File: src/rtl/sit_pkg.sv
package sit_pkg;
  localparam int unsigned SIT_LO_W = 8;
  localparam int unsigned SIT_HI_W = 40;

  // What both stages do on the coming clock edge.
  typedef enum logic [1:0] {
    ACT_HOLD = 2'd0,  // disabled: follow the shadow preset
    ACT_STEP = 2'd1,  // fast stage decrements, slow stage idles
    ACT_WRAP = 2'd2,  // fast stage wraps through zero, slow stage steps
    ACT_END  = 2'd3   // period boundary: reload for the next period
  } stage_act_e;
endpackage

File: src/rtl/sit_shadow.sv
module sit_shadow #(
  parameter int unsigned           W         = 48,
  parameter logic [W-1:0]          RST_VALUE = '0
) (
  input  logic         clk,
  input  logic         rst,
  input  logic         wr_en,
  input  logic [W-1:0] wr_data,
  output logic [W-1:0] pend
);
  always_ff @(posedge clk) begin
    if (rst)        pend <= RST_VALUE;
    else if (wr_en) pend <= wr_data;
  end

  // The shadow only changes on a host strobe.
  p_shadow_hold_r6: assert property (@(posedge clk) disable iff (rst)
    !wr_en |=> $stable(pend));
endmodule

File: src/rtl/sit_fast.sv
module sit_fast
  import sit_pkg::*;
#(
  parameter int unsigned      LO_W   = 8,
  parameter logic [LO_W-1:0]  RST_LO = '0
) (
  input  logic            clk,
  input  logic            rst,
  input  stage_act_e      act,
  input  logic            commit,     // slow stage took its early reload
  input  logic            use_saved,  // low field was captured at that reload
  input  logic [LO_W-1:0] pend_lo,
  output logic [LO_W-1:0] lo,
  output logic            lo_zero
);
  localparam logic [LO_W-1:0] LO_ONE = {{(LO_W-1){1'b0}}, 1'b1};

  logic [LO_W-1:0] saved_lo;

  assign lo_zero = (lo == '0);

  always_ff @(posedge clk) begin
    if (rst) begin
      lo       <= RST_LO;
      saved_lo <= RST_LO;
    end else begin
      unique case (act)
        ACT_HOLD: lo <= pend_lo;
        ACT_END:  lo <= use_saved ? saved_lo : pend_lo;
        default:  lo <= lo - LO_ONE;  // wraps 0 -> all ones on ACT_WRAP
      endcase
      if (commit) saved_lo <= pend_lo;
    end
  end

  // A plain step never starts from zero; zero always means wrap or end.
  p_step_nonzero_r3: assert property (@(posedge clk) disable iff (rst)
    (act == ACT_STEP) |=> (lo == $past(lo) - LO_ONE));
endmodule

File: src/rtl/sit_slow.sv
module sit_slow
  import sit_pkg::*;
#(
  parameter int unsigned      HI_W   = 40,
  parameter logic [HI_W-1:0]  RST_HI = '0
) (
  input  logic            clk,
  input  logic            rst,
  input  stage_act_e      act,
  input  logic [HI_W-1:0] pend_hi,
  output logic [HI_W-1:0] hi,
  output logic            fin,     // final fast-stage wrap of this period
  output logic            armed,   // next period's preset already taken
  output logic            commit
);
  localparam logic [HI_W-1:0] HI_ONE = {{(HI_W-1){1'b0}}, 1'b1};

  logic hi_one;

  assign hi_one = (hi == HI_ONE);
  assign commit = (act == ACT_WRAP) && hi_one;

  always_ff @(posedge clk) begin
    if (rst) begin
      hi    <= RST_HI;
      fin   <= (RST_HI == '0);
      armed <= 1'b0;
    end else begin
      unique case (act)
        ACT_HOLD: begin
          hi    <= pend_hi;
          fin   <= (pend_hi == '0);
          armed <= 1'b0;
        end
        ACT_END: begin
          if (armed) begin
            fin   <= (hi == '0);
            armed <= 1'b0;
          end else begin
            hi  <= pend_hi;
            fin <= (pend_hi == '0);
          end
        end
        ACT_WRAP: begin
          if (hi_one) begin
            hi    <= pend_hi;  // early reload, one full wrap before the end
            fin   <= 1'b1;
            armed <= 1'b1;
          end else begin
            hi <= hi - HI_ONE;
          end
        end
        default: ;
      endcase
    end
  end

  // The wide stage moves only at wrap, boundary or disabled load.
  p_slow_rate_r3: assert property (@(posedge clk) disable iff (rst)
    !$stable(hi) |-> $past(act != ACT_STEP));
  // A wrap never happens during the final wrap.
  p_wrap_not_final_r4: assert property (@(posedge clk) disable iff (rst)
    (act == ACT_WRAP) |-> !fin);
endmodule

File: src/rtl/split_interval_timer.sv
module split_interval_timer
  import sit_pkg::*;
#(
  parameter int unsigned                    LO_W       = SIT_LO_W,
  parameter int unsigned                    HI_W       = SIT_HI_W,
  parameter logic [LO_W+HI_W-1:0]           RST_PRESET = 999
) (
  input  logic                 clk,
  input  logic                 rst,
  input  logic                 en,
  input  logic                 wr_en,
  input  logic [LO_W+HI_W-1:0] wr_preset,
  output logic                 tick
);
  localparam int unsigned     W      = LO_W + HI_W;
  localparam logic [LO_W-1:0] RST_LO = RST_PRESET[LO_W-1:0];
  localparam logic [HI_W-1:0] RST_HI = RST_PRESET[W-1:LO_W];

  logic [W-1:0]    pend;
  logic [LO_W-1:0] lo;
  logic [HI_W-1:0] hi;
  logic            lo_zero;
  logic            fin;
  logic            armed;
  logic            commit;
  stage_act_e      act;
  logic            tick_q;

  sit_shadow #(.W(W), .RST_VALUE(RST_PRESET)) u_shadow (
    .clk(clk), .rst(rst), .wr_en(wr_en), .wr_data(wr_preset), .pend(pend)
  );

  always_comb begin
    if (!en)                 act = ACT_HOLD;
    else if (lo_zero && fin) act = ACT_END;
    else if (lo_zero)        act = ACT_WRAP;
    else                     act = ACT_STEP;
  end

  sit_fast #(.LO_W(LO_W), .RST_LO(RST_LO)) u_fast (
    .clk(clk), .rst(rst), .act(act), .commit(commit), .use_saved(armed),
    .pend_lo(pend[LO_W-1:0]), .lo(lo), .lo_zero(lo_zero)
  );

  sit_slow #(.HI_W(HI_W), .RST_HI(RST_HI)) u_slow (
    .clk(clk), .rst(rst), .act(act), .pend_hi(pend[W-1:LO_W]),
    .hi(hi), .fin(fin), .armed(armed), .commit(commit)
  );

  always_ff @(posedge clk) begin
    if (rst) tick_q <= 1'b0;
    else     tick_q <= (act == ACT_END);
  end

  assign tick = tick_q;

  // Early reload leaves the fast stage at all ones with the final wrap flagged.
  p_early_reload_r4: assert property (@(posedge clk) disable iff (rst)
    commit |=> (lo == '1) && fin && armed);
  // Disabled timer never ticks.
  p_quiet_off_r8: assert property (@(posedge clk) disable iff (rst)
    !en |=> !tick);
  // A tick follows only an enabled cycle with both stages spent.
  p_tick_end_r1: assert property (@(posedge clk) disable iff (rst)
    tick |-> $past(en && fin && (lo == '0)));
  // Next period starts at once: after a boundary the timer is still running.
  p_no_gap_r2: assert property (@(posedge clk) disable iff (rst)
    (act == ACT_END) |=> (!armed));
endmodule

File: config.mk
export PLATFORM = sky130hd
export DESIGN_NAME = split_interval_timer
export DESIGN_NICKNAME = d
export VERILOG_FILES = /design/src/rtl/sit_pkg.sv /design/src/rtl/sit_shadow.sv /design/src/rtl/sit_fast.sv /design/src/rtl/sit_slow.sv /design/src/rtl/split_interval_timer.sv
export SDC_FILE = /design/constraint.sdc
export NUM_CORES = 1
export LEC_CHECK = 0
export ABC_CLOCK_PERIOD_IN_PS = 3400
export BUFFER_PORTS_ARGS = -buffer_cell sky130_fd_sc_hd__buf_2
export CAP_MARGIN = 40
export CORE_UTILIZATION = 35
export CTS_CLUSTER_DIAMETER = 80
export DETAILED_ROUTE_END_ITERATION = 10
export PLACE_DENSITY = 0.55
export REMOVE_ABC_BUFFERS = 1
export SETUP_SLACK_MARGIN = 0.3
export SLEW_MARGIN = 20
export SYNTH_ARGS = -nofsm -noshare
export SYNTH_HDL_FRONTEND = slang
export SYNTH_HIERARCHICAL = 1
export SYNTH_SLANG_ARGS = --single-unit
export TNS_END_PERCENT = 20
File: constraint.sdc
create_clock -name clk -period 3.4 [get_ports clk]
set_input_delay 0.68 -clock clk [delete_from_list [all_inputs] [get_ports clk]]
set_output_delay 0.68 -clock clk [all_outputs]
set_load 0.01 [all_outputs]
Word level (Yosys, flattened, before mapping)
Cells that the tools add are included.
Operators by class
  add/subtract/negate cells: 2
  equal/unequal tests: 5
  mux-type cells: 12
  reduce and logical (&&, ||, !) cells: 12
Operators by type and width (number)
  40-bit one-hot mux with 3 select lines: 1
  40-bit zero test: 2
  40-bit two-way mux: 2
  40-bit by 1-bit == test with 1-bit output, second input constant: 1
  40-bit by 1-bit subtractor with 40-bit output, second input constant: 1
  8-bit one-hot mux with 2 select lines: 1
  8-bit zero test: 1
  8-bit two-way mux: 1
  8-bit by 1-bit subtractor with 8-bit output, second input constant: 1
  2-bit two-way mux: 3
  2-bit AND reduction: 3
  2-bit == test, second input constant: 2
  1-bit one-hot mux with 3 select lines: 1
  3-bit nonzero test: 1
  1-bit logical AND: 2
  2-bit zero test: 1
  1-bit two-way mux: 2
  2-bit by 1-bit != test with 1-bit output, second input constant: 1
  2-bit != test, second input constant: 1
  1-bit one-hot mux with 2 select lines: 1
  2-bit nonzero test: 1
  2-bit OR reduction: 1
Storage, ports and cells
  register bits: 107
  output and inout port bits: 1
  word-level logic and storage cells: 38

Depth between registers and ports, before layout
Gate-level depths: netlist (run 1).
  depth after elaboration: 8
  depth in mapped cells: 13
  gate-level depth less buffers: 11

Modules after synthesis
Netlist (run 1), hierarchy kept.
Modules (own cells, without submodules)
  sit_slow: instances 1, cells each 392, area an instance 2837.7 µm², sequential area each 840.8 µm²
  sit_shadow: instances 1, cells each 155, area an instance 1739.2 µm², sequential area each 960.9 µm²
  sit_fast: instances 1, cells each 82, area an instance 785.8 µm², sequential area each 320.3 µm²
  split_interval_timer: instances 1, cells each 5, area an instance 52.6 µm², sequential area each 20.0 µm²

Worst setup path after synthesis (run 1)
OpenSTA, ideal clock, no wires.
  path type: reg-to-reg
  start: register u_slow.hi[9]
  end: register u_fast.saved_lo[0]
  setup time: 0.120 ns
  data arrival time: 2.749 ns
  required time: 3.280 ns
  slack: 0.532 ns
  cell stages (with the launch flop): 9
  cells stage by stage: dfxtp_1 > or4_1 > buf_2 > or4_4 > or2_2 > nor3_1 > buf_2 > nor2b_1 > a211o_1
Between the ends
  word-level cells in the longest chain between the ends: 2
RTL lines
  from (decl): line sit_slow.sv:11  | output logic [HI_W-1:0] hi,
  from (signal assigned): line sit_slow.sv:31  | hi <= pend_hi;
  from (signal assigned): line sit_slow.sv:40  | hi <= pend_hi;
  from (signal assigned): line sit_slow.sv:46  | hi <= pend_hi;
  40-bit by 1-bit == test with 1-bit output: line sit_slow.sv:20  | assign hi_one = (hi == HI_ONE);
  1-bit logical AND: line sit_slow.sv:21  | assign commit = (act == ACT_WRAP) && hi_one;
  via commit: line split_interval_timer.sv:25  | logic commit;
  to (signal assigned): line sit_fast.sv:32  | if (commit) saved_lo <= pend_lo;
  to (decl): line sit_fast.sv:18  | logic [LO_W-1:0] saved_lo;
The timed path passes the listed nets, and every way through them passes these cells.
A chain may end at the register's enable or synchronous reset.

Worst setup path in the final report (run 1)
  start: register u_slow.hi[9]
  end: register u_slow.hi[12]
Between the ends
  word-level cells in the longest chain between the ends: 3
  elaborated cells on any way between the ends: 4
RTL lines
  40-bit by 1-bit subtractor with 40-bit output or 40-bit by 1-bit == test with 1-bit output (tied branches): line sit_slow.sv:50, sit_slow.sv:20
  40-bit two-way mux *: line sit_slow.sv:45  | if (hi_one) begin
  40-bit one-hot mux with 3 select lines *: line sit_slow.sv:29  | unique case (act)
Mark *: on every way between the ends. The rest lies on a longest branch, timed or not.

==> results of run 1 <==
worst max-delay path: cells and delay by family, from the launching register on:
family,cells,cell delay (ps)
AO/OA/AOI/OAI,3,610
flip-flops,1,360
AND/OR/NAND/NOR,3,1540
buffers and inverters,1,320
worst paths after layout:
path | startpoint | endpoint | slack, ps | cells past startpoint
max | u_slow/hi[9] | u_slow/hi[12] | 430 | 7
min | u_slow/hi[18] | u_slow/hi[18] | 460 | 2
max reg2reg | u_slow/hi[9] | u_slow/hi[12] | 430 | 7
min reg2reg | u_slow/hi[18] | u_slow/hi[18] | 460 | 2
logic make-up (layout without fill, tap and decap cells):
family	Yosys count	count (layout)
simple gates	263	263
xor+xnor	13	13
mux	42	42
fa+ha+maj	5	5
flops	107	107
buf+inv	51	98
compound gates	153	153
metrics by stage:
step	utilization	hold WS, ps	setup TNS (ps)	instances
floorplan	-	425	-14460	593
global placement	0.386	448	0	853
detailed placement	0.386	451	0	853
CTS	0.405	460	0	869
global route	0.405	500	0	869
finish	0.405	461	0	869
synth_stat cells, types with 15 or more instances:
cell type	count	area share
dfxtp_1	107	0.40
nor2_1	81	0.056
nor2b_1	16	0.018
a31oi_1	17	0.020
nor4_1	23	0.027
nor3_1	26	0.024
mux2i_1	42	0.078
a211o_1	15	0.024
clkbuf_1	21	0.015
a21oi_1	33	0.030
nand2_1	45	0.031
o21ai_0	28	0.026
power by group through the flow:
stage / Clock, W / Sequential, W / Combinational, W
after detailed placement: 0 / 0.00141 / 0.000334
final: 0.00107 / 0.00138 / 0.000336
after global placement: 0 / 0.00141 / 0.000328
after CTS: 0.00110 / 0.00138 / 0.000335
after global routing: 0.00115 / 0.00139 / 0.000373
after floorplan: 0 / 0.00139 / 0.000202
per-layer routing:
layer,track usage,up-vias,share of wire
li1,-,2415,-
met1,0.244,2299,0.46
met2,0.310,152,0.47
met3,0.0472,22,0.053
met4,0.0602,0,0.017
met5,0,-,0
state kept, by name, indices dropped and copies added (netlist names):
register	count
u_shadow/pend	48
u_slow/hi	40
u_fast/lo	8
u_fast/saved_lo	8
tick	1
u_slow/armed	1
u_slow/fin	1
area by class of cell:
type / instances / area, um2 / area share
inverter: 10 / 37.5 / 0.00612
multi-input combinational: 476 / 3000 / 0.489
sequential: 107 / 2140 / 0.349
timing repair buffer: 72 / 425 / 0.0693
clock inverter: 4 / 50.0 / 0.00815
tap: 188 / 235 / 0.0383
clock buffer: 12 / 246 / 0.0402
==> run_summary.xml, run 1 <==
<?xml version="1.0" encoding="UTF-8"?>
<metrics>
  <group name="placement">
    <metric name="pre_cts_ws" unit="ps">505</metric>
    <metric name="place_hpwl" unit="mm">10.3</metric>
    <metric name="place.gp.congestion" unit="">0.852</metric>
    <metric name="place_area" unit="um2">5840</metric>
    <metric name="buffer_ports.inserted" unit="">52</metric>
  </group>
  <group name="route">
    <metric name="routed_wirelength" unit="mm">14.6</metric>
    <metric name="drt_pre_antenna_iters" unit="">9</metric>
    <metric name="remaining_drc_errors" unit="">2</metric>
    <metric name="antenna_violating_nets_post_route" unit="">0</metric>
    <metric name="drt_iter0_drc" unit="">390</metric>
    <metric name="wire_per_inst" unit="um">16.8</metric>
    <metric name="routed_vias" unit="">4888</metric>
    <metric name="post_drt_via_cell_ratio" unit="">5.62</metric>
  </group>
  <group name="outcome">
    <metric name="failed_checks" unit="">DRC</metric>
    <metric name="run_status" unit="">finished, violations left</metric>
  </group>
  <group name="synth">
    <metric name="share_of_the_synthesized_area_in_compound_gates_ao_oa_aoi_oai" unit="">0.193</metric>
    <metric name="ys_ff_latch" unit="">107</metric>
    <metric name="post_synth_num_cell_types" unit="">64</metric>
    <metric name="dominant_combinational_cell_family_by_area_after_synthesis" unit="">simple AND/OR/NAND/NOR gates</metric>
    <metric name="synth_cells" unit="">634</metric>
    <metric name="synth-async-reset-ratio" unit="">0</metric>
    <metric name="seq_area_frac_synth" unit="">0.396</metric>
    <metric name="synth.area.mux_share" unit="">0.0776</metric>
    <metric name="ys_dominant_reg_cell" unit="">dfxtp_1</metric>
    <metric name="synth_fa_ha_area_frac" unit="">0.0116</metric>
    <metric name="post_synth_and_or_nand_nor_area_fraction" unit="">0.249</metric>
    <metric name="synth_enable_flop_cells" unit="">0</metric>
    <metric name="xor_xnor_cell_area_share_of_the_yosys_netlist" unit="">0.0210</metric>
    <metric name="synthesis.area_per_instance" unit="um2">8.54</metric>
    <metric name="synthesis.area" unit="um2">5420</metric>
    <metric name="synthesis_warning_total" unit="">6</metric>
  </group>
  <group name="flow_run">
    <metric name="timing.max_cap.violations" unit="">0</metric>
  </group>
  <group name="timing">
    <metric name="hold_viol_final" unit="">0</metric>
    <metric name="highest_clock_rate" unit="GHz">0.337</metric>
    <metric name="setup_repair_after_global_routing_missed_its_margin" unit="">no</metric>
    <metric name="clock_period_minus_final_worst_setup_slack" unit="ps">2970</metric>
    <metric name="worst_slew_pin_slew" unit="ps">690</metric>
    <metric name="finalMaxSlewViolations" unit="">0</metric>
    <metric name="setup_ws" unit="ps">434</metric>
    <metric name="period_share" unit="">0.872</metric>
    <metric name="max-slew-margin-rel" unit="">0.540</metric>
    <metric name="finalSetupViolations" unit="">0</metric>
    <metric name="timing.clock.skew" unit="ps">12.2</metric>
  </group>
  <group name="cells_and_area">
    <metric name="most_common_cell_after_layout_fill_and_taps_aside" unit="">dfxtp_1</metric>
    <metric name="fin_area" unit="um2">6140</metric>
    <metric name="syn_to_final_growth" unit="%">13.3</metric>
    <metric name="drive_above_1_share" unit="">0.150</metric>
    <metric name="layout.cells.most_common_list" unit="">dfxtp_1, nor2_1, buf_2</metric>
    <metric name="antenna-diode-count" unit="">0</metric>
    <metric name="final_net_count" unit="">733</metric>
    <metric name="num-fill-cells" unit="">1549</metric>
  </group>
  <group name="power">
    <metric name="cell_internal_pwr" unit="W">0.00205</metric>
    <metric name="power.share.switching" unit="">0.263</metric>
    <metric name="design_power_total" unit="W">0.00278</metric>
    <metric name="clock_power_share" unit="">0.383</metric>
    <metric name="total_leakage_power" unit="nW">2.42</metric>
    <metric name="power.sequential.fraction" unit="">0.496</metric>
    <metric name="power_per_cell_area" unit="nW/um2">453</metric>
    <metric name="power.ir.vdd_worst" unit="mV">0.241</metric>
    <metric name="switching_power" unit="W">0.000732</metric>
    <metric name="part_of_the_power_in_combinational_logic" unit="">0.121</metric>
  </group>
  <group name="setup_path">
    <metric name="setup_crit_end_kind" unit="">flop</metric>
    <metric name="worstPathCellList" unit="">or4_1 -&gt; or4_4 -&gt; o31ai_4 -&gt; buf_4 -&gt; nand2_1 -&gt; o311ai_0 -&gt; a21oi_1</metric>
    <metric name="worstPathRequired" unit="ps">3620</metric>
    <metric name="critical-path-slowest-cell" unit="">or4_1</metric>
    <metric name="critical_path_arrival" unit="ps">3190</metric>
    <metric name="timing.critical_path.slowest_cell_delay" unit="ps">670</metric>
    <metric name="timing_worst_setup_path_type" unit="">reg2reg</metric>
    <metric name="timing.critical_path.fanout_max" unit="">25</metric>
    <metric name="worstSetupStartpointType" unit="">flop</metric>
  </group>
  <group name="clock_tree">
    <metric name="cts.clk_slew.worst_paths" unit="ps">70</metric>
    <metric name="tritoncts_clock_tree" unit="">done</metric>
    <metric name="cts.repair.resized" unit="">0</metric>
    <metric name="cts_max_level" unit="">3</metric>
    <metric name="cts_root_buf" unit="">clkbuf_16</metric>
    <metric name="postCtsHoldBufs" unit="">0</metric>
    <metric name="tritoncts.num_buffers" unit="">9</metric>
    <metric name="post_cts.repair.setup_buffers" unit="">0</metric>
    <metric name="worst_skew_late_latency" unit="ps">360</metric>
    <metric name="numClockSinks" unit="">107</metric>
    <metric name="buffers_from_clock_root_to_sink_at_most" unit="">2</metric>
  </group>
  <group name="global_route">
    <metric name="wire_length_of_the_first_global_routing_pass" unit="mm">24.2</metric>
    <metric name="grt_max_degree" unit="">51</metric>
    <metric name="via_count_of_the_first_global_routing_pass" unit="">4780</metric>
    <metric name="antenna_violations_before_repair" unit="">0</metric>
    <metric name="groute.usage.overall" unit="">0.189</metric>
    <metric name="globalRouteOverflowTotal" unit="">0</metric>
  </group>
  <group name="floorplanning">
    <metric name="floorplan.die.height" unit="um">126</metric>
    <metric name="dieArea" unit="um2">16000</metric>
    <metric name="core_region_area" unit="um2">15100</metric>
    <metric name="top_level_ports" unit="">53</metric>
    <metric name="start_util" unit="">0.358</metric>
    <metric name="dieWidth" unit="um">126</metric>
    <metric name="placement_rows" unit="">45</metric>
  </group>
  <group name="worst_hold_path">
    <metric name="min-delay-path-class" unit="">reg2reg</metric>
  </group>
</metrics>
Power figures use the tool's default switching activity.
==> run 2: changes to the inputs <==
- SYNTH_HIERARCHICAL: 1 -> unset
==> run 2 against run 1 <==
Effect of this change:
- the run now ends clean
- power up 7.4%
- clock-buffer cell count is 3 lower
- combinational power grew 20%
- global-route usage rose by 1.8 points
- sequential cell count is the same
==> run_summary.xml, run 2 <==
<?xml version="1.0" encoding="UTF-8"?>
<metrics>
  <group name="synth">
    <metric name="synthMostInstantiatedCell" unit="">dfxtp_1</metric>
    <metric name="synth.top_cell.area_share" unit="">0.375</metric>
    <metric name="ys_dominant_reg_cell" unit="">dfxtp_1</metric>
    <metric name="synthesis_warning_total" unit="">0</metric>
    <metric name="synth.area.mux_share" unit="">0.109</metric>
    <metric name="seq_area_frac_synth" unit="">0.375</metric>
    <metric name="synthesis.area_per_instance" unit="um2">8.50</metric>
    <metric name="post_synth_and_or_nand_nor_area_fraction" unit="">0.315</metric>
    <metric name="ys_ff_latch" unit="">107</metric>
    <metric name="synth_enable_flop_cells" unit="">0</metric>
    <metric name="xor_xnor_cell_area_share_of_the_yosys_netlist" unit="">0.00766</metric>
    <metric name="dominant_combinational_cell_family_by_area_after_synthesis" unit="">simple AND/OR/NAND/NOR gates</metric>
    <metric name="post_synth_num_cell_types" unit="">66</metric>
    <metric name="share_of_the_synthesized_area_in_compound_gates_ao_oa_aoi_oai" unit="">0.134</metric>
    <metric name="synth_cells" unit="">672</metric>
    <metric name="synth_area_leaders" unit="">dfxtp_1, mux2i_1, nor2_1</metric>
    <metric name="synth_area_leader_cell" unit="">dfxtp_1</metric>
    <metric name="synth-async-reset-ratio" unit="">0</metric>
    <metric name="synth_fa_ha_area_frac" unit="">0.0153</metric>
    <metric name="synthesis.area" unit="um2">5710</metric>
    <metric name="synth_common_cells" unit="">dfxtp_1, nor2_1, mux2i_1</metric>
  </group>
  <group name="placement">
    <metric name="pre_cts_ws" unit="ps">228</metric>
    <metric name="buffer_ports.inserted" unit="">52</metric>
    <metric name="place_hpwl" unit="mm">11.8</metric>
    <metric name="place.gp.congestion" unit="">0.861</metric>
  </group>
  <group name="timing">
    <metric name="period_share" unit="">0.864</metric>
    <metric name="worst_slew_pin_slew" unit="ps">857</metric>
    <metric name="finalMaxSlewViolations" unit="">0</metric>
    <metric name="highest_clock_rate" unit="GHz">0.341</metric>
    <metric name="timing.clock.skew" unit="ps">10.6</metric>
    <metric name="setup_ws" unit="ps">464</metric>
    <metric name="clock_period_minus_final_worst_setup_slack" unit="ps">2940</metric>
    <metric name="finalSetupViolations" unit="">0</metric>
    <metric name="setup_repair_after_global_routing_missed_its_margin" unit="">yes</metric>
    <metric name="max-slew-margin-rel" unit="">0.427</metric>
    <metric name="hold_viol_final" unit="">0</metric>
  </group>
  <group name="clock_tree">
    <metric name="tritoncts_clock_tree" unit="">done</metric>
    <metric name="buffers_from_clock_root_to_sink_at_most" unit="">2</metric>
    <metric name="cts_root_buf" unit="">clkbuf_16</metric>
    <metric name="worst_skew_late_latency" unit="ps">360</metric>
    <metric name="cts.clk_slew.worst_paths" unit="ps">70</metric>
    <metric name="cts_max_level" unit="">3</metric>
    <metric name="tritoncts.num_buffers" unit="">9</metric>
    <metric name="postCtsHoldBufs" unit="">0</metric>
    <metric name="numClockSinks" unit="">107</metric>
  </group>
  <group name="floorplanning">
    <metric name="dieArea" unit="um2">16800</metric>
    <metric name="core_region_area" unit="um2">15900</metric>
    <metric name="top_level_ports" unit="">53</metric>
    <metric name="placement_rows" unit="">46</metric>
    <metric name="floorplan.die.height" unit="um">130</metric>
    <metric name="dieWidth" unit="um">130</metric>
    <metric name="start_util" unit="">0.360</metric>
  </group>
  <group name="cells_and_area">
    <metric name="final_net_count" unit="">774</metric>
    <metric name="layout.cells.most_common_list" unit="">dfxtp_1, nor2_1, mux2i_1</metric>
    <metric name="antenna-diode-count" unit="">0</metric>
    <metric name="drive_above_1_share" unit="">0.171</metric>
    <metric name="registers_with_the_most_flip_flops" unit="">u_shadow.pend (48), u_slow.hi (40)</metric>
    <metric name="num-fill-cells" unit="">1616</metric>
    <metric name="largest_register_ff_count" unit="">48</metric>
    <metric name="most_common_cell_after_layout_fill_and_taps_aside" unit="">dfxtp_1</metric>
    <metric name="syn_to_final_growth" unit="%">16.9</metric>
    <metric name="top_register" unit="">u_shadow.pend</metric>
    <metric name="layout.core_utilization" unit="">0.421</metric>
  </group>
  <group name="global_route">
    <metric name="globalRouteOverflowTotal" unit="">0</metric>
    <metric name="via_count_of_the_first_global_routing_pass" unit="">5167</metric>
    <metric name="wire_length_of_the_first_global_routing_pass" unit="mm">27.3</metric>
    <metric name="antenna_violations_before_repair" unit="">0</metric>
    <metric name="groute.usage.overall" unit="">0.208</metric>
    <metric name="grt_max_degree" unit="">68</metric>
  </group>
  <group name="power">
    <metric name="power.ir.vdd_worst" unit="mV">0.270</metric>
    <metric name="power_per_cell_area" unit="nW/um2">447</metric>
    <metric name="total_leakage_power" unit="nW">2.65</metric>
  </group>
  <group name="setup_path">
    <metric name="setup_crit_end_kind" unit="">flop</metric>
    <metric name="worstReg2RegEnd" unit="">u_slow.hi[37]</metric>
    <metric name="critical_path_arrival" unit="ps">3200</metric>
    <metric name="worstPathRequired" unit="ps">3660</metric>
    <metric name="worstSetupEndpoint" unit="">u_slow.hi[37]</metric>
    <metric name="setup.reg_to_reg.worst_slack" unit="ps">460</metric>
    <metric name="timing_worst_setup_path_type" unit="">reg2reg</metric>
    <metric name="worstPathCellList" unit="">nor4_4 -&gt; nand4_2 -&gt; o41ai_4 -&gt; buf_4 -&gt; a211oi_1 -&gt; a311oi_1</metric>
    <metric name="regToRegStartpoint" unit="">u_slow.hi[29]</metric>
    <metric name="critical-path-slowest-cell" unit="">o41ai_4</metric>
    <metric name="worst_setup_path_startpoint" unit="">u_slow.hi[29]</metric>
    <metric name="worst-r2r-cell-count" unit="">6</metric>
    <metric name="worstSetupStartpointType" unit="">flop</metric>
    <metric name="timing.critical_path.fanout_max" unit="">16</metric>
    <metric name="timing.critical_path.slowest_cell_delay" unit="ps">840</metric>
  </group>
  <group name="route">
    <metric name="drt_iter0_drc" unit="">525</metric>
    <metric name="post_drt_via_cell_ratio" unit="">5.80</metric>
    <metric name="antenna_violating_nets_post_route" unit="">0</metric>
    <metric name="routed_vias" unit="">5431</metric>
    <metric name="drt_pre_antenna_iters" unit="">5</metric>
    <metric name="remaining_drc_errors" unit="">0</metric>
    <metric name="routed_wirelength" unit="mm">16.8</metric>
    <metric name="wire_per_inst" unit="um">18.0</metric>
  </group>
  <group name="flow_run">
    <metric name="timing.max_cap.violations" unit="">0</metric>
  </group>
  <group name="worst_hold_path">
    <metric name="min-delay-path-class" unit="">reg2reg</metric>
    <metric name="min_delay_path_depth" unit="">1</metric>
  </group>
  <group name="outcome">
    <metric name="run_status" unit="">completed</metric>
  </group>
</metrics>
## run 2: cell types whose count changed after synthesis, moves of 14 or more
cell,change
a31oi_1,-15
a211o_1,-14
nor2b_1,-16
mux2i_1,+17
nand3_1,+26
nand4_1,+21
a21oi_1,-20
## run 2: worst min path at each step
stage / startpoint / end
2_1_floorplan: u_slow.hi[28] / u_slow.hi[28]
3_3_place_gp: u_slow.hi[28] / u_slow.hi[28]
3_5_place_dp: u_slow.hi[28] / u_slow.hi[28]
4_1_cts: u_slow.hi[28] / u_slow.hi[28]
5_1_grt: u_slow.hi[28] / u_slow.hi[28]
6_report: u_slow.hi[28] / u_slow.hi[28]
## run 2: logic make-up after synthesis
logic type               Yosys count
AND/OR/NAND/NOR                  324
XOR/XNOR                           5
AO/OA/AOI/OAI                    104
multiplexers                      62
flip-flops                       107
adder cells (fa/ha/maj)            7
buffers and inverters             63
## run 2: repair_timing
action                                 CTS  global route
cloned                                   0             1
pin swaps                                0             1
resized for setup                        2             5
buffers inserted                         0             3
endpoints found under the hold margin    0             0
setup endpoints to repair                6            35
## run 2: per-layer routing
layer  wire length, um  part of all wire  vias to the layer above  global-route usage
met5                 0                 0                        -                   0
li1                  -                 -                     2630                   -
met2              7830              0.47                      151               0.333
met4               320             0.019                        0              0.0705
met1              7930              0.47                     2626               0.283
met3               727             0.043                       24              0.0344
## run 2: per-stage QoR
| step | hold WS (ps) | power [W] | TNS, ps | std cells | cell area (um2) |
|---|---|---|---|---|---|
| 4_1_cts | 469 | 0.00301 | 0 | 932 | 6630 |
| 3_3_place_gp | 442 | 0.00180 | 0 | 916 | 6280 |
| 3_5_place_dp | 449 | 0.00180 | 0 | 916 | 6280 |
| 6_report | 469 | 0.00299 | 0 | 936 | 6680 |
| 5_1_grt | 486 | 0.00311 | 0 | 936 | 6680 |
| 2_1_floorplan | 427 | 0.00163 | -13030 | 622 | 5510 |
## run 2: area by class of cell
cell class / instances / area (um2) / area share
well taps: 216 / 270 / 0.0404
repair buffers: 81 / 515 / 0.0771
clock inverters: 7 / 116 / 0.0174
inverters: 13 / 48.8 / 0.00730
clock buffers: 9 / 225 / 0.0337
flip-flops and latches: 107 / 2140 / 0.321
multi-input cells: 503 / 3360 / 0.503
## run 2: where the power goes
group | internal [W] | switching [W]
sequential | 0.00131 | 0.0000667
clock | 0.000719 | 0.000487
combinational | 0.000163 | 0.000241
## run 2: critical path: cells and delay by family, from the launching register on
family / cells / cell delay, ps
AO/OA/AOI/OAI: 3 / 1220
AND/OR/NAND/NOR: 2 / 830
flip-flops: 1 / 410
buffers and inverters: 1 / 360
==> run 3: changes to the inputs <==
- BUFFER_PORTS_ARGS: -buffer_cell sky130_fd_sc_hd__buf_2 -> unset
- CAP_MARGIN: 40 -> 0
- DONT_BUFFER_PORTS: unset -> 1
- PLACE_DENSITY: 0.55 -> 0.52
==> run 3 against run 2 <==
Effect of this change:
- die area did not move
- critical path depth did not move
- core utilization decreased by 2.2 points
- highest routed layer unchanged
==> run_summary.xml, run 3 (same netlist as run 2, synthesis figures left out) <==
<?xml version="1.0" encoding="UTF-8"?>
<metrics>
  <group name="outcome">
    <metric name="run_status" unit="">completed</metric>
  </group>
  <group name="clock_tree">
    <metric name="cts_root_buf" unit="">clkbuf_16</metric>
    <metric name="tritoncts_clock_tree" unit="">done</metric>
    <metric name="cts.clk_slew.worst_paths" unit="ps">70</metric>
    <metric name="worst_skew_late_latency" unit="ps">360</metric>
    <metric name="buffers_from_clock_root_to_sink_at_most" unit="">2</metric>
    <metric name="numClockSinks" unit="">107</metric>
    <metric name="cts_max_level" unit="">3</metric>
    <metric name="tritoncts.num_buffers" unit="">9</metric>
    <metric name="postCtsHoldBufs" unit="">0</metric>
  </group>
  <group name="floorplanning">
    <metric name="top_level_ports" unit="">53</metric>
    <metric name="start_util" unit="">0.360</metric>
    <metric name="floorplan.die.height" unit="um">130</metric>
    <metric name="core_region_area" unit="um2">15900</metric>
    <metric name="placement_rows" unit="">46</metric>
    <metric name="dieArea" unit="um2">16800</metric>
    <metric name="dieWidth" unit="um">130</metric>
  </group>
  <group name="global_route">
    <metric name="groute.usage.overall" unit="">0.207</metric>
    <metric name="grt_max_degree" unit="">85</metric>
    <metric name="wire_length_of_the_first_global_routing_pass" unit="mm">26.8</metric>
    <metric name="globalRouteOverflowTotal" unit="">0</metric>
    <metric name="antenna_violations_before_repair" unit="">0</metric>
    <metric name="via_count_of_the_first_global_routing_pass" unit="">4982</metric>
  </group>
  <group name="cells_and_area">
    <metric name="registers_with_the_most_flip_flops" unit="">u_shadow.pend (48), u_slow.hi (40)</metric>
    <metric name="top_register" unit="">u_shadow.pend</metric>
    <metric name="most_common_cell_after_layout_fill_and_taps_aside" unit="">dfxtp_1</metric>
    <metric name="syn_to_final_growth" unit="%">10.9</metric>
    <metric name="largest_register_ff_count" unit="">48</metric>
    <metric name="antenna-diode-count" unit="">0</metric>
    <metric name="layout.cells.most_common_list" unit="">dfxtp_1, nor2_1, mux2i_1</metric>
    <metric name="final_cells" unit="">879</metric>
    <metric name="drive_above_1_share" unit="">0.0950</metric>
    <metric name="final_net_count" unit="">717</metric>
  </group>
  <group name="timing">
    <metric name="finalSetupViolations" unit="">0</metric>
    <metric name="worst_slew_pin_slew" unit="ps">972</metric>
    <metric name="highest_clock_rate" unit="GHz">0.351</metric>
    <metric name="setup_repair_after_global_routing_missed_its_margin" unit="">no</metric>
    <metric name="finalMaxSlewViolations" unit="">0</metric>
    <metric name="clock_period_minus_final_worst_setup_slack" unit="ps">2850</metric>
    <metric name="fin_hold_ws" unit="ps">404</metric>
    <metric name="hold_viol_final" unit="">0</metric>
    <metric name="setup_ws" unit="ps">550</metric>
    <metric name="period_share" unit="">0.838</metric>
    <metric name="max-slew-margin-rel" unit="">0.350</metric>
    <metric name="timing.clock.skew" unit="ps">10.2</metric>
  </group>
  <group name="setup_path">
    <metric name="worstSetupStartpointType" unit="">flop</metric>
    <metric name="setup_crit_end_kind" unit="">flop</metric>
    <metric name="worstPathRequired" unit="ps">3640</metric>
    <metric name="critical_path_arrival" unit="ps">3090</metric>
    <metric name="setup.reg_to_reg.worst_slack" unit="ps">550</metric>
    <metric name="timing.critical_path.fanout_max" unit="">37</metric>
    <metric name="timing_worst_setup_path_type" unit="">reg2reg</metric>
  </group>
  <group name="placement">
    <metric name="buffer_ports.inserted" unit="">0</metric>
    <metric name="dp.cells" unit="">860</metric>
    <metric name="place_hpwl" unit="mm">11.6</metric>
    <metric name="pre_cts_ws" unit="ps">187</metric>
    <metric name="place.gp.congestion" unit="">0.837</metric>
  </group>
  <group name="route">
    <metric name="routed_vias" unit="">5209</metric>
    <metric name="drt_pre_antenna_iters" unit="">5</metric>
    <metric name="post_drt_via_cell_ratio" unit="">5.93</metric>
    <metric name="antenna_violating_nets_post_route" unit="">0</metric>
    <metric name="drt_iter0_drc" unit="">379</metric>
    <metric name="remaining_drc_errors" unit="">0</metric>
    <metric name="routed_wirelength" unit="mm">16.9</metric>
    <metric name="wire_per_inst" unit="um">19.3</metric>
  </group>
  <group name="worst_hold_path">
    <metric name="min-delay-path-class" unit="">in2reg</metric>
  </group>
  <group name="power">
    <metric name="total_leakage_power" unit="nW">2.41</metric>
    <metric name="power_per_cell_area" unit="nW/um2">454</metric>
    <metric name="power.ir.vdd_worst" unit="mV">0.253</metric>
  </group>
  <group name="flow_run">
    <metric name="timing.max_cap.violations" unit="">0</metric>
  </group>
</metrics>
-- run 3: final cells by class --
type | count | area, um2
clock buffers | 12 | 256
clock inverters | 4 | 72.6
fillers | 1652 | 9550
inverters | 13 | 48.8
multi-input cells | 502 | 3350
flip-flops and latches | 107 | 2140
well taps | 216 | 270
repair buffers | 25 | 200
-- run 3: power breakdown --
group          internal [W]  total (W)  switching, W
Sequential          0.00131    0.00138     0.0000667
Combinational      0.000138   0.000340      0.000202
Clock              0.000685    0.00116      0.000472
Total               0.00214    0.00288      0.000741
-- run 3: final timing paths --
check / from / to / cells past startpoint
worst max-delay path: u_slow.hi[8] / u_slow.hi[3] / 6
worst min-delay path: rst / u_shadow.pend[30] / 1
worst max register to register: u_slow.hi[8] / u_slow.hi[3] / 6
worst min register to register: u_slow.hi[28] / u_slow.hi[28] / 1
-- run 3: repair_timing --
action                     4_1_cts  5_1_grt
setup buffers                    0        3
setup endpoints to repair       14       48
pin swaps                        0        2
resized for setup                1        4
-- run 3: routing by layer --
layer / global-route usage / share of wire
met1: 0.273 / 0.46
met2: 0.338 / 0.47
met3: 0.0451 / 0.047
met4: 0.0622 / 0.018
met5: 0 / 0
-- run 3: metrics by stage --
stage / power [W] / cell area [um2] / utilization / setup TNS, ps
floorplan: 0.00163 / 5510 / - / -13030
global placement: 0.00173 / 5970 / 0.376 / 0
detailed placement: 0.00174 / 5970 / 0.376 / 0
CTS: 0.00291 / 6300 / 0.396 / 0
global route: 0.00301 / 6340 / 0.399 / 0
finish: 0.00288 / 6340 / 0.399 / 0
-- run 3: critical path, cell delays in order (launching register included) --
cell and delay [ps]:
dfxtp_1 390, nor4_4 550, nand4_4 230, o41ai_4 900, buf_12 300, o21ai_1 100
a32o_1 260
